### config.mk
export PLATFORM = sky130hd
export DESIGN_NAME = pipe_hazard_ctrl
export DESIGN_NICKNAME = d
export VERILOG_FILES = /design/src/rtl/hz_pkg.sv /design/src/rtl/hz_decode.sv /design/src/rtl/hz_fwd.sv /design/src/rtl/pipe_hazard_ctrl.sv
export SDC_FILE = /design/constraint.sdc
export NUM_CORES = 1
export LEC_CHECK = 0
export ABC_AREA = 1
export BUFFER_PORTS_ARGS = -buffer_cell sky130_fd_sc_hd__buf_2
export CORE_MARGIN = 2
export CORE_UTILIZATION = 59
export DETAILED_ROUTE_END_ITERATION = 10
export PLACE_DENSITY_LB_ADDON = 0.25
export SLEW_MARGIN = 15
export SYNTH_ARGS = -nofsm -noshare
export SYNTH_HDL_FRONTEND = slang
export SYNTH_SLANG_ARGS = --single-unit
### constraint.sdc
create_clock -name clk_i -period 8.8 [get_ports clk_i]
set_input_delay 1.76 -clock clk_i [delete_from_list [all_inputs] [get_ports clk_i]]
set_output_delay 1.76 -clock clk_i [all_outputs]
set_load 0.01 [all_outputs]
### src/rtl/hz_pkg.sv
`timescale 1ns/1ps
package hz_pkg;
  localparam int REG_W   = 5;
  localparam int INSTR_W = 32;
  localparam int PC_W    = 32;

  typedef enum logic [1:0] {
    FWD_RF  = 2'd0,
    FWD_EX  = 2'd1,
    FWD_MEM = 2'd2,
    FWD_WB  = 2'd3
  } fwd_sel_e;

  typedef struct packed {
    logic [REG_W-1:0] rs;
    logic [REG_W-1:0] rt;
    logic [REG_W-1:0] dst;
    logic             wen;
    logic             load;
    logic             use_rs;
    logic             use_rt;
    logic             br;
    logic             br_ne;
    logic [15:0]      off;
  } dec_t;

  typedef struct packed {
    logic [REG_W-1:0] dst;
    logic             wen;
  } wr_t;
endpackage

### src/rtl/hz_decode.sv
`timescale 1ns/1ps
module hz_decode
  import hz_pkg::*;
(
  input  logic [INSTR_W-1:0] instr_i,
  output dec_t               dec_o
);
  logic [5:0] op;
  assign op = instr_i[31:26];

  always_comb begin
    dec_o     = '0;
    dec_o.rs  = instr_i[25:21];
    dec_o.rt  = instr_i[20:16];
    dec_o.off = instr_i[15:0];
    if (op == 6'b000000) begin
      if (instr_i != '0) begin
        dec_o.dst    = instr_i[15:11];
        dec_o.wen    = 1'b1;
        dec_o.use_rs = 1'b1;
        dec_o.use_rt = 1'b1;
      end
    end else if (op[5:3] == 3'b001) begin
      dec_o.dst    = instr_i[20:16];
      dec_o.wen    = 1'b1;
      dec_o.use_rs = 1'b1;
    end else if (op[5:3] == 3'b100) begin
      dec_o.dst    = instr_i[20:16];
      dec_o.wen    = 1'b1;
      dec_o.load   = 1'b1;
      dec_o.use_rs = 1'b1;
    end else if (op[5:3] == 3'b101) begin
      dec_o.use_rs = 1'b1;
      dec_o.use_rt = 1'b1;
    end else if (op[5:1] == 5'b00010) begin
      dec_o.br     = 1'b1;
      dec_o.br_ne  = op[0];
      dec_o.use_rs = 1'b1;
      dec_o.use_rt = 1'b1;
    end
  end
endmodule

### src/rtl/hz_fwd.sv
`timescale 1ns/1ps
module hz_fwd
  import hz_pkg::*;
(
  input  logic [REG_W-1:0] idx_i,
  input  logic             use_i,
  input  wr_t              ex_i,
  input  logic             ex_load_i,
  input  wr_t              mem_i,
  input  wr_t              wb_i,
  output fwd_sel_e         sel_o,
  output logic             load_hit_o
);
  logic live, ex_hit, mem_hit, wb_hit;
  assign live    = use_i && (idx_i != '0);
  assign ex_hit  = live && ex_i.wen  && (ex_i.dst  == idx_i);
  assign mem_hit = live && mem_i.wen && (mem_i.dst == idx_i);
  assign wb_hit  = live && wb_i.wen  && (wb_i.dst  == idx_i);

  // nearest writer first
  always_comb begin
    if (ex_hit)       sel_o = FWD_EX;
    else if (mem_hit) sel_o = FWD_MEM;
    else if (wb_hit)  sel_o = FWD_WB;
    else              sel_o = FWD_RF;
  end

  assign load_hit_o = ex_hit && ex_load_i;
endmodule

### src/rtl/pipe_hazard_ctrl.sv
`timescale 1ns/1ps
module pipe_hazard_ctrl
  import hz_pkg::*;
#(
  parameter int              DATA_W   = 32,
  parameter logic [PC_W-1:0] RESET_PC = '0
) (
  input  logic               clk_i,
  input  logic               rst_ni,
  input  logic               hold_ni,
  input  logic [INSTR_W-1:0] instr_i,
  input  logic [DATA_W-1:0]  rf_a_i,
  input  logic [DATA_W-1:0]  rf_b_i,
  input  logic [DATA_W-1:0]  ex_result_i,
  input  logic [DATA_W-1:0]  mem_result_i,
  input  logic [DATA_W-1:0]  wb_result_i,
  output logic [PC_W-1:0]    pc_o,
  output logic [INSTR_W-1:0] ir_o,
  output logic               ir_en_o,
  output logic               pipe_en_o,
  output logic               stall_o,
  output logic               bubble_o,
  output logic [REG_W-1:0]   rf_raddr_a_o,
  output logic [REG_W-1:0]   rf_raddr_b_o,
  output logic [1:0]         fwd_a_o,
  output logic [1:0]         fwd_b_o,
  output logic [DATA_W-1:0]  op_a_o,
  output logic [DATA_W-1:0]  op_b_o,
  output logic               redirect_o,
  output logic [PC_W-1:0]    redirect_pc_o
);
  localparam int NSRC = 2;

  logic [PC_W-1:0]    pc_q, fd_pc_q, rr_pc_q, next_pc;
  logic [INSTR_W-1:0] ir_q;
  dec_t               fd_dec, rr_q;
  wr_t                ex_q, mem_q, wb_q;
  logic               ex_load_q;

  hz_decode u_dec (.instr_i(ir_q), .dec_o(fd_dec));

  logic [REG_W-1:0]  src_idx [NSRC];
  logic              src_use [NSRC];
  logic [DATA_W-1:0] src_rf  [NSRC];
  logic [DATA_W-1:0] src_val [NSRC];
  fwd_sel_e          src_sel [NSRC];
  logic [NSRC-1:0]   load_hit;

  assign src_idx[0] = rr_q.rs;
  assign src_idx[1] = rr_q.rt;
  assign src_use[0] = rr_q.use_rs;
  assign src_use[1] = rr_q.use_rt;
  assign src_rf[0]  = rf_a_i;
  assign src_rf[1]  = rf_b_i;

  for (genvar g = 0; g < NSRC; g++) begin : g_src
    hz_fwd u_fwd (
      .idx_i     (src_idx[g]),
      .use_i     (src_use[g]),
      .ex_i      (ex_q),
      .ex_load_i (ex_load_q),
      .mem_i     (mem_q),
      .wb_i      (wb_q),
      .sel_o     (src_sel[g]),
      .load_hit_o(load_hit[g])
    );
    always_comb begin
      unique case (src_sel[g])
        FWD_EX:  src_val[g] = ex_result_i;
        FWD_MEM: src_val[g] = mem_result_i;
        FWD_WB:  src_val[g] = wb_result_i;
        default: src_val[g] = src_rf[g];
      endcase
    end
  end

  logic stall, advance, cond, taken;
  logic [PC_W-1:0] br_target;

  assign stall     = |load_hit;
  assign advance   = hold_ni && !stall;
  assign cond      = rr_q.br_ne ? (src_val[0] != src_val[1]) : (src_val[0] == src_val[1]);
  assign taken     = rr_q.br && cond && advance;
  assign br_target = rr_pc_q + PC_W'(4) + {{(PC_W-18){rr_q.off[15]}}, rr_q.off, 2'b00};
  assign next_pc   = taken ? br_target : pc_q + PC_W'(4);

  always_ff @(posedge clk_i or negedge rst_ni) begin
    if (!rst_ni) begin
      pc_q      <= RESET_PC;
      fd_pc_q   <= RESET_PC;
      rr_pc_q   <= RESET_PC;
      ir_q      <= '0;
      rr_q      <= '0;
      ex_q      <= '0;
      ex_load_q <= 1'b0;
      mem_q     <= '0;
      wb_q      <= '0;
    end else if (hold_ni) begin
      wb_q  <= mem_q;
      mem_q <= ex_q;
      if (stall) begin
        ex_q      <= '0;
        ex_load_q <= 1'b0;
      end else begin
        ex_q      <= '{dst: rr_q.dst, wen: rr_q.wen};
        ex_load_q <= rr_q.load;
        pc_q      <= next_pc;
        fd_pc_q   <= pc_q;
        rr_pc_q   <= fd_pc_q;
        ir_q      <= taken ? '0 : instr_i;
        rr_q      <= fd_dec;
      end
    end
  end

  assign pc_o          = pc_q;
  assign ir_o          = ir_q;
  assign ir_en_o       = advance;
  assign pipe_en_o     = hold_ni;
  assign stall_o       = stall;
  assign bubble_o      = hold_ni && stall;
  assign rf_raddr_a_o  = rr_q.rs;
  assign rf_raddr_b_o  = rr_q.rt;
  assign fwd_a_o       = src_sel[0];
  assign fwd_b_o       = src_sel[1];
  assign op_a_o        = src_val[0];
  assign op_b_o        = src_val[1];
  assign redirect_o    = taken;
  assign redirect_pc_o = br_target;
endmodule

== Yosys cells after proc, flatten, opt, wreduce, memory -nomap -nowiden ==
Cells that the tools add are included.

* Add/subtract/negate cells: 3
* Equal/unequal tests: 18
* Mux-type cells: 29
* Bitwise logic cells: 1
* Reduce and logical (&&, ||, !) cells: 27

{| class="wikitable"
|+ Operators by type and width
! kind !! count
|-
| $pmux 32 s3 || 2
|-
| $add 32x3->32 const B || 2
|-
| $mux 32 || 2
|-
| $add 32x32->32 || 1
|-
| $eq 32x32->1 || 1
|-
| $ne 32x32->1 || 1
|-
| $reduce_bool 32->1 || 1
|-
| $eq 5x5->1 || 6
|-
| $mux 6 || 4
|-
| $mux 2 || 11
|-
| $logic_and 1x1->1 || 20
|-
| $reduce_bool 5->1 || 2
|-
| $eq 2x2->1 const B || 4
|-
| $mux 7 || 1
|-
| $eq 3x3->1 const B || 2
|-
| $logic_not 6->1 || 1
|-
| $mux 1 || 6
|-
| $mux 3 || 2
|-
| $eq 5x2->1 const B || 1
|-
| $eq 2x1->1 const B || 2
|-
| $mux 4 || 1
|-
| $eq 3x1->1 const B || 1
|-
| $reduce_and 2->1 || 1
|-
| $reduce_or 2->1 || 1
|-
| other kinds (2) || 2
|}

* Bits in registers: 184
* Input port bits: 195
* Output and inout bits: 179

== Logic depth before layout (Yosys ltp) ==
* Word-level depth: 14
* Depth in mapped cells: 28
* Depth with buffers taken out: 26

== Cells and area by module ==
From an unflattened synthesis, not the netlist that was laid out.

* Cell total of the unflattened synthesis: 2138
* Area total of the unflattened synthesis: 13845.8 µm²

{| class="wikitable"
|+ By module, submodules not included
! module !! instances !! cells each !! area an instance (µm²)
|-
| pipe_hazard_ctrl || 1 || 1894 || 12664.6
|-
| hz_fwd || 2 || 80 || 356.6
|-
| hz_decode || 1 || 84 || 467.9
|}

== Least setup slack after synthesis ==
OpenSTA, ideal clock, no wires.

* Kind: input-to-output
* From: input mem_result_i[0]
* To: output redirect_o
* Data arrival time: 3.209 ns
* Required time: 7.040 ns
* Path slack: 3.831 ns
* Stages: 15
* Buffers on the path: 1
* Path through: nand4_1 > nand3_1 > nor2_1 > nor2_1 > nand2_1 > nand2_1 > nand2_1 > nor2_1 > nand2_1 > nor2_2 > nand2_1 > nand2_4 > nand3_4 > inv_2 > buf_2

* Cells in the longest elaborated chain, start to end: 5

{| class="wikitable"
|+ Ends and longest elaborated chain
! what !! RTL line !! RTL
|-
| from (decl) || pipe_hazard_ctrl.sv:15 || <nowiki>input logic [DATA_W-1:0] mem_result_i,</nowiki>
|-
| $pmux 32 s3 * || pipe_hazard_ctrl.sv:68 || <nowiki>unique case (src_sel[g])</nowiki>
|-
| via op_b_o[0] || pipe_hazard_ctrl.sv:28 || <nowiki>output logic [DATA_W-1:0] op_b_o,</nowiki>
|-
| $eq 32x32->1 or $ne 32x32->1 (tied branches) || pipe_hazard_ctrl.sv:82 || <nowiki>assign cond = rr_q.br_ne ? (src_val[0] != src_val[1]) : (src_val[0] == src_val[1]);</nowiki>
|-
| $mux 1 * || pipe_hazard_ctrl.sv:82 ||
|-
| $logic_and 1x1->1 * (2 in a row) || pipe_hazard_ctrl.sv:83 || <nowiki>assign taken = rr_q.br && cond && advance;</nowiki>
|-
| to (decl) || pipe_hazard_ctrl.sv:29 || <nowiki>output logic redirect_o,</nowiki>
|}

Mark *: on every way through the listed nets, which the timed path passes. The rest lies on a longest branch.

== Worst setup path after layout ==
* From: register rr_q (netlist bit rf_raddr_a_o[1])
* To: output redirect_o

* Cells in the longest elaborated chain, start to end: 13

{| class="wikitable"
|+ Ends and longest elaborated chain
! what !! RTL line !! RTL
|-
| from (decl) || pipe_hazard_ctrl.sv:36 || <nowiki>dec_t fd_dec, rr_q;</nowiki>
|-
| from (signal assigned) || pipe_hazard_ctrl.sv:93 || <nowiki>rr_q <= '0;</nowiki>
|-
| from (signal assigned) || pipe_hazard_ctrl.sv:111 || <nowiki>rr_q <= fd_dec;</nowiki>
|-
| $reduce_bool 5->1 || hz_fwd.sv:15 || <nowiki>assign live = use_i && (idx_i != '0);</nowiki>
|-
| $logic_and 1x1->1 || hz_fwd.sv:15 ||
|-
| $logic_and 1x1->1 (2 in a row) || hz_fwd.sv:18 || <nowiki>assign wb_hit = live && wb_i.wen && (wb_i.dst == idx_i);</nowiki>
|-
| $mux 2 || hz_fwd.sv:24 || <nowiki>else if (wb_hit) sel_o = FWD_WB;</nowiki>
|-
| $mux 2 || hz_fwd.sv:23 || <nowiki>else if (mem_hit) sel_o = FWD_MEM;</nowiki>
|-
| $mux 2 || hz_fwd.sv:22 || <nowiki>if (ex_hit) sel_o = FWD_EX;</nowiki>
|-
| $eq 2x2->1 or $eq 2x1->1 (tied branches) || pipe_hazard_ctrl.sv:68 ||
|-
| $pmux 32 s3 || pipe_hazard_ctrl.sv:68 ||
|-
| $eq 32x32->1 or $ne 32x32->1 (tied branches) || pipe_hazard_ctrl.sv:82 ||
|-
| $mux 1 || pipe_hazard_ctrl.sv:82 ||
|-
| $logic_and 1x1->1 || pipe_hazard_ctrl.sv:83 ||
|-
| $logic_and 1x1->1 * || pipe_hazard_ctrl.sv:83 ||
|}

Mark *: on every way between the ends. The rest lies on a longest branch, timed or not.

==> impl_metrics.env <==
export IMPL_status="complete, no violations"
export IMPL_area_growth_pct=15.79
export IMPL_worstHoldPathType="register to register"
export IMPL_die_x_um=158.2
export IMPL_grt_pass1_wl_mm=75.31
export IMPL_synth_edf_count=0
export IMPL_finalCriticalPeriod_ps=7049
export IMPL_clkSinkCount=184
export IMPL_syn_nets=2355
export IMPL_final_common_cell="nand2_1"
export IMPL_synthDistinctLibCells=45
export IMPL_antenna_found_initial=7
export IMPL_cts_htree_levels=4
export IMPL_post_cts_resized=0
export IMPL_crit_slowest_cell="nand3_2"
export IMPL_internal_power_mw=1.812
export IMPL_io_pins=374
export IMPL_syn_inst=2101
export IMPL_combPwrFrac_pct=38.9
export IMPL_crit_top_cell="nand2_1"
export IMPL_dr_pass1_iters=8
export IMPL_initial_utilization_pct=59.94
export IMPL_max_freq_ghz=0.1419
export IMPL_dieArea_um2=25030
export IMPL_rsz0062_at_grt="no"
export IMPL_numCtsBuffers=17
export IMPL_setup_slack_ps=1751
export IMPL_port_buffers=373
export IMPL_max_slew_worst_pin_slew_ps=1035
export IMPL_cpPeakStageDelay_ps=960
export IMPL_layout_nets=2631
export IMPL_grt_overflow_total=0
export IMPL_drt_initial_drc_count=1848
export IMPL_cp_end_kind="output pin"
export IMPL_finalPower_mw=3.159
export IMPL_fin_area_um2=16240
export IMPL_tns_ps=0
export IMPL_path_max_fanout=31
export IMPL_clockPowerShare_pct=25.8
export IMPL_synth_ff_type="dfrtp_1"
export IMPL_timing_rr_end="ir_o[28]"
export IMPL_period_share_pct=80.11
export IMPL_power_net_switching_mw=1.347
export IMPL_gp_congestion=0.9647
export IMPL_drt_wirelength_per_cell_um=17.79
export IMPL_vias_per_cell=5.722
export IMPL_clkLatencyLatePin_ps=450
export IMPL_die_h_um=158.2
export IMPL_wirelength_mm=48.31
export IMPL_p_per_area_nw_per_um2=194.5
export IMPL_place_area_um2=15590
export IMPL_cts_tree="built"
export IMPL_fin_skew_ps=22.51
export IMPL_grtUsageTotal_pct=38.31
export IMPL_critPathKind="register to output pin"
export IMPL_pre_cts_ws_ps=2413
export IMPL_r2r_start="rf_raddr_a_o[1]"
export IMPL_worstPathArrival_ps=5290
export IMPL_p_seq_share_pct=35.3
export IMPL_ys_seq_area_share_pct=32.82
export IMPL_grt_pass1_vias=14440
export IMPL_synthesis_area_um2=14030
export IMPL_clock_root_buffer="clkbuf_16"
export IMPL_vias=15540
export IMPL_async_reset_ff_share_pct=100.0
export IMPL_required_ps=7040
export IMPL_min_to="rr_q[11]"
export IMPL_finalSetupViolations=0
export IMPL_yosysWarnings=0
export IMPL_postSynthAreaPerCell_um2=6.677
export IMPL_drtAntennaViolNets=0
export IMPL_hold_viol_final=0
export IMPL_startpoint_type="register"
export IMPL_post_route_util_pct=69.41
export IMPL_switching_share_pct=42.63
export IMPL_finalMaxSlewViolations=0
export IMPL_synth_seq_cells=184
export IMPL_row_count=56
export IMPL_hpwl_mm=36.51
export IMPL_maxCapViolations=0
export IMPL_post_cts_setup_buffers=0
export IMPL_clk_path_buf_depth=2
export IMPL_holdPathStages=2
export IMPL_hp_start="rr_q[11]"
export IMPL_grt_max_degree=85
export IMPL_leakage_nw=8.640
export IMPL_drc_errors=0
export IMPL_path_cells="nor2_1 > nand3_2 > nand2_2 > nor2_1 > nand2_1 > nand3_2 > nor2_1 > nor2_1 > nor2_2 > nand2_1 > nand2_1 > nand2_1 > nor2_1 > nand2_1 > nor2_2 > nand2_1 > nand2_4 > nand3_4 > inv_2 > buf_2"
export IMPL_cts_hold_buf=0
export IMPL_core_area_um2=23400
export IMPL_slew_headroom_pct=30.93
export IMPL_vdd_drop_max_mv=0.1358
export IMPL_worstRegToRegCells=20
export IMPL_r2r_slack_ps=3400
export IMPL_layout_common_cells="nand2_1 (581), buf_2 (372), nor2_1 (303)"
export IMPL_drive_gt1_share_pct=19.75
export IMPL_clk_pin_slew_worst_paths_ps=90
-- layer usage --
metal / vias to the layer above / share of wire (%) / track usage, %
met4: 0 / 5.0 / 18.88
met5: - / 0 / 0
met3: 170 / 9.7 / 7.720
met2: 867 / 45 / 58.94
met1: 7158 / 40 / 51.65
li1: 7345 / - / -
-- area by class of cell --
class                      count  area (µm²)
multi-input combinational   1577        7831
fill                        2122        7159
sequential                   184        4604
timing repair buffer         383        1948
inverter                     214       805.8
clock buffer                  17       425.4
tap                          319       399.1
clock inverter                15       211.5
antenna                        7       17.52
-- Yosys cell counts, types with 8 or more instances --
cell type / n / area [µm²]
nor2_1: 303 / 1137
o21ai_0: 141 / 705.7
ha_1: 58 / 725.7
nand2_1: 581 / 2181
xnor2_1: 15 / 131.4
nand3_2: 8 / 80.08
clkbuf_1: 42 / 157.7
nand3_1: 178 / 890.9
o21bai_1: 47 / 352.8
inv_1: 201 / 754.5
buf_4: 44 / 330.3
buf_2: 20 / 100.1
xor2_1: 28 / 245.2
buf_6: 16 / 180.2
nor3_1: 12 / 60.06
dfrtp_1: 184 / 4604
nand4_1: 71 / 444.2
a21oi_1: 54 / 270.3
nor2_2: 25 / 156.4
inv_2: 13 / 48.80
nor4_1: 11 / 68.82
-- worst max-delay path, delay by kind of cell (launching register included) --
family | cells | cell delay [ps]
buffers and inverters | 2 | 590
flip-flops | 1 | 500
AND/OR/NAND/NOR | 18 | 3720
-- metrics by stage --
step / instances / hold slack (ps)
after floorplan: 2101 / 445.9
after global placement: 2677 / 463.7
after detailed placement: 2677 / 472.7
after CTS: 2709 / 498.7
after global routing: 2716 / 519.3
final: 2716 / 497.7
-- cells by family after synthesis --
group	share of synthesized area [%]
buffers and inverters	11.39
DFF	32.82
adders and majority gates	5.316
and+or+nand+nor	36.50
xor gates and xnor gates	2.685
AOI/OAI and AO/OA	11.29
-- how the worst max path moves through the flow --
stage | start | to
global placement | rf_raddr_a_o[1] | redirect_o
CTS | rf_raddr_a_o[1] | redirect_o
finish | rf_raddr_a_o[1] | redirect_o
global route | rf_raddr_a_o[1] | redirect_o
floorplan | mem_result_i[0] | redirect_o
detailed placement | rf_raddr_a_o[1] | redirect_o
-- registers in the layout, indices dropped and copies added (netlist names) --
register and count:
rr_q 27, rf_raddr_b_o 5, pc_o 32, fd_pc_q 32, rf_raddr_a_o 5, wb_q 6, mem_q 6, rr_pc_q 32
ir_o 32, ex_q 6, ex_load_q 1
-- power groups by stage --
stage,Combinational [mW],Clock [mW],Sequential (mW)
finish,1.23,0.815,1.12
global route,1.36,0.852,1.13
CTS,1.21,0.819,1.11
detailed placement,1.20,0,1.13
global placement,1.18,0,1.12
floorplan,0.787,0,1.10
(Power assumes the default switching activity.)
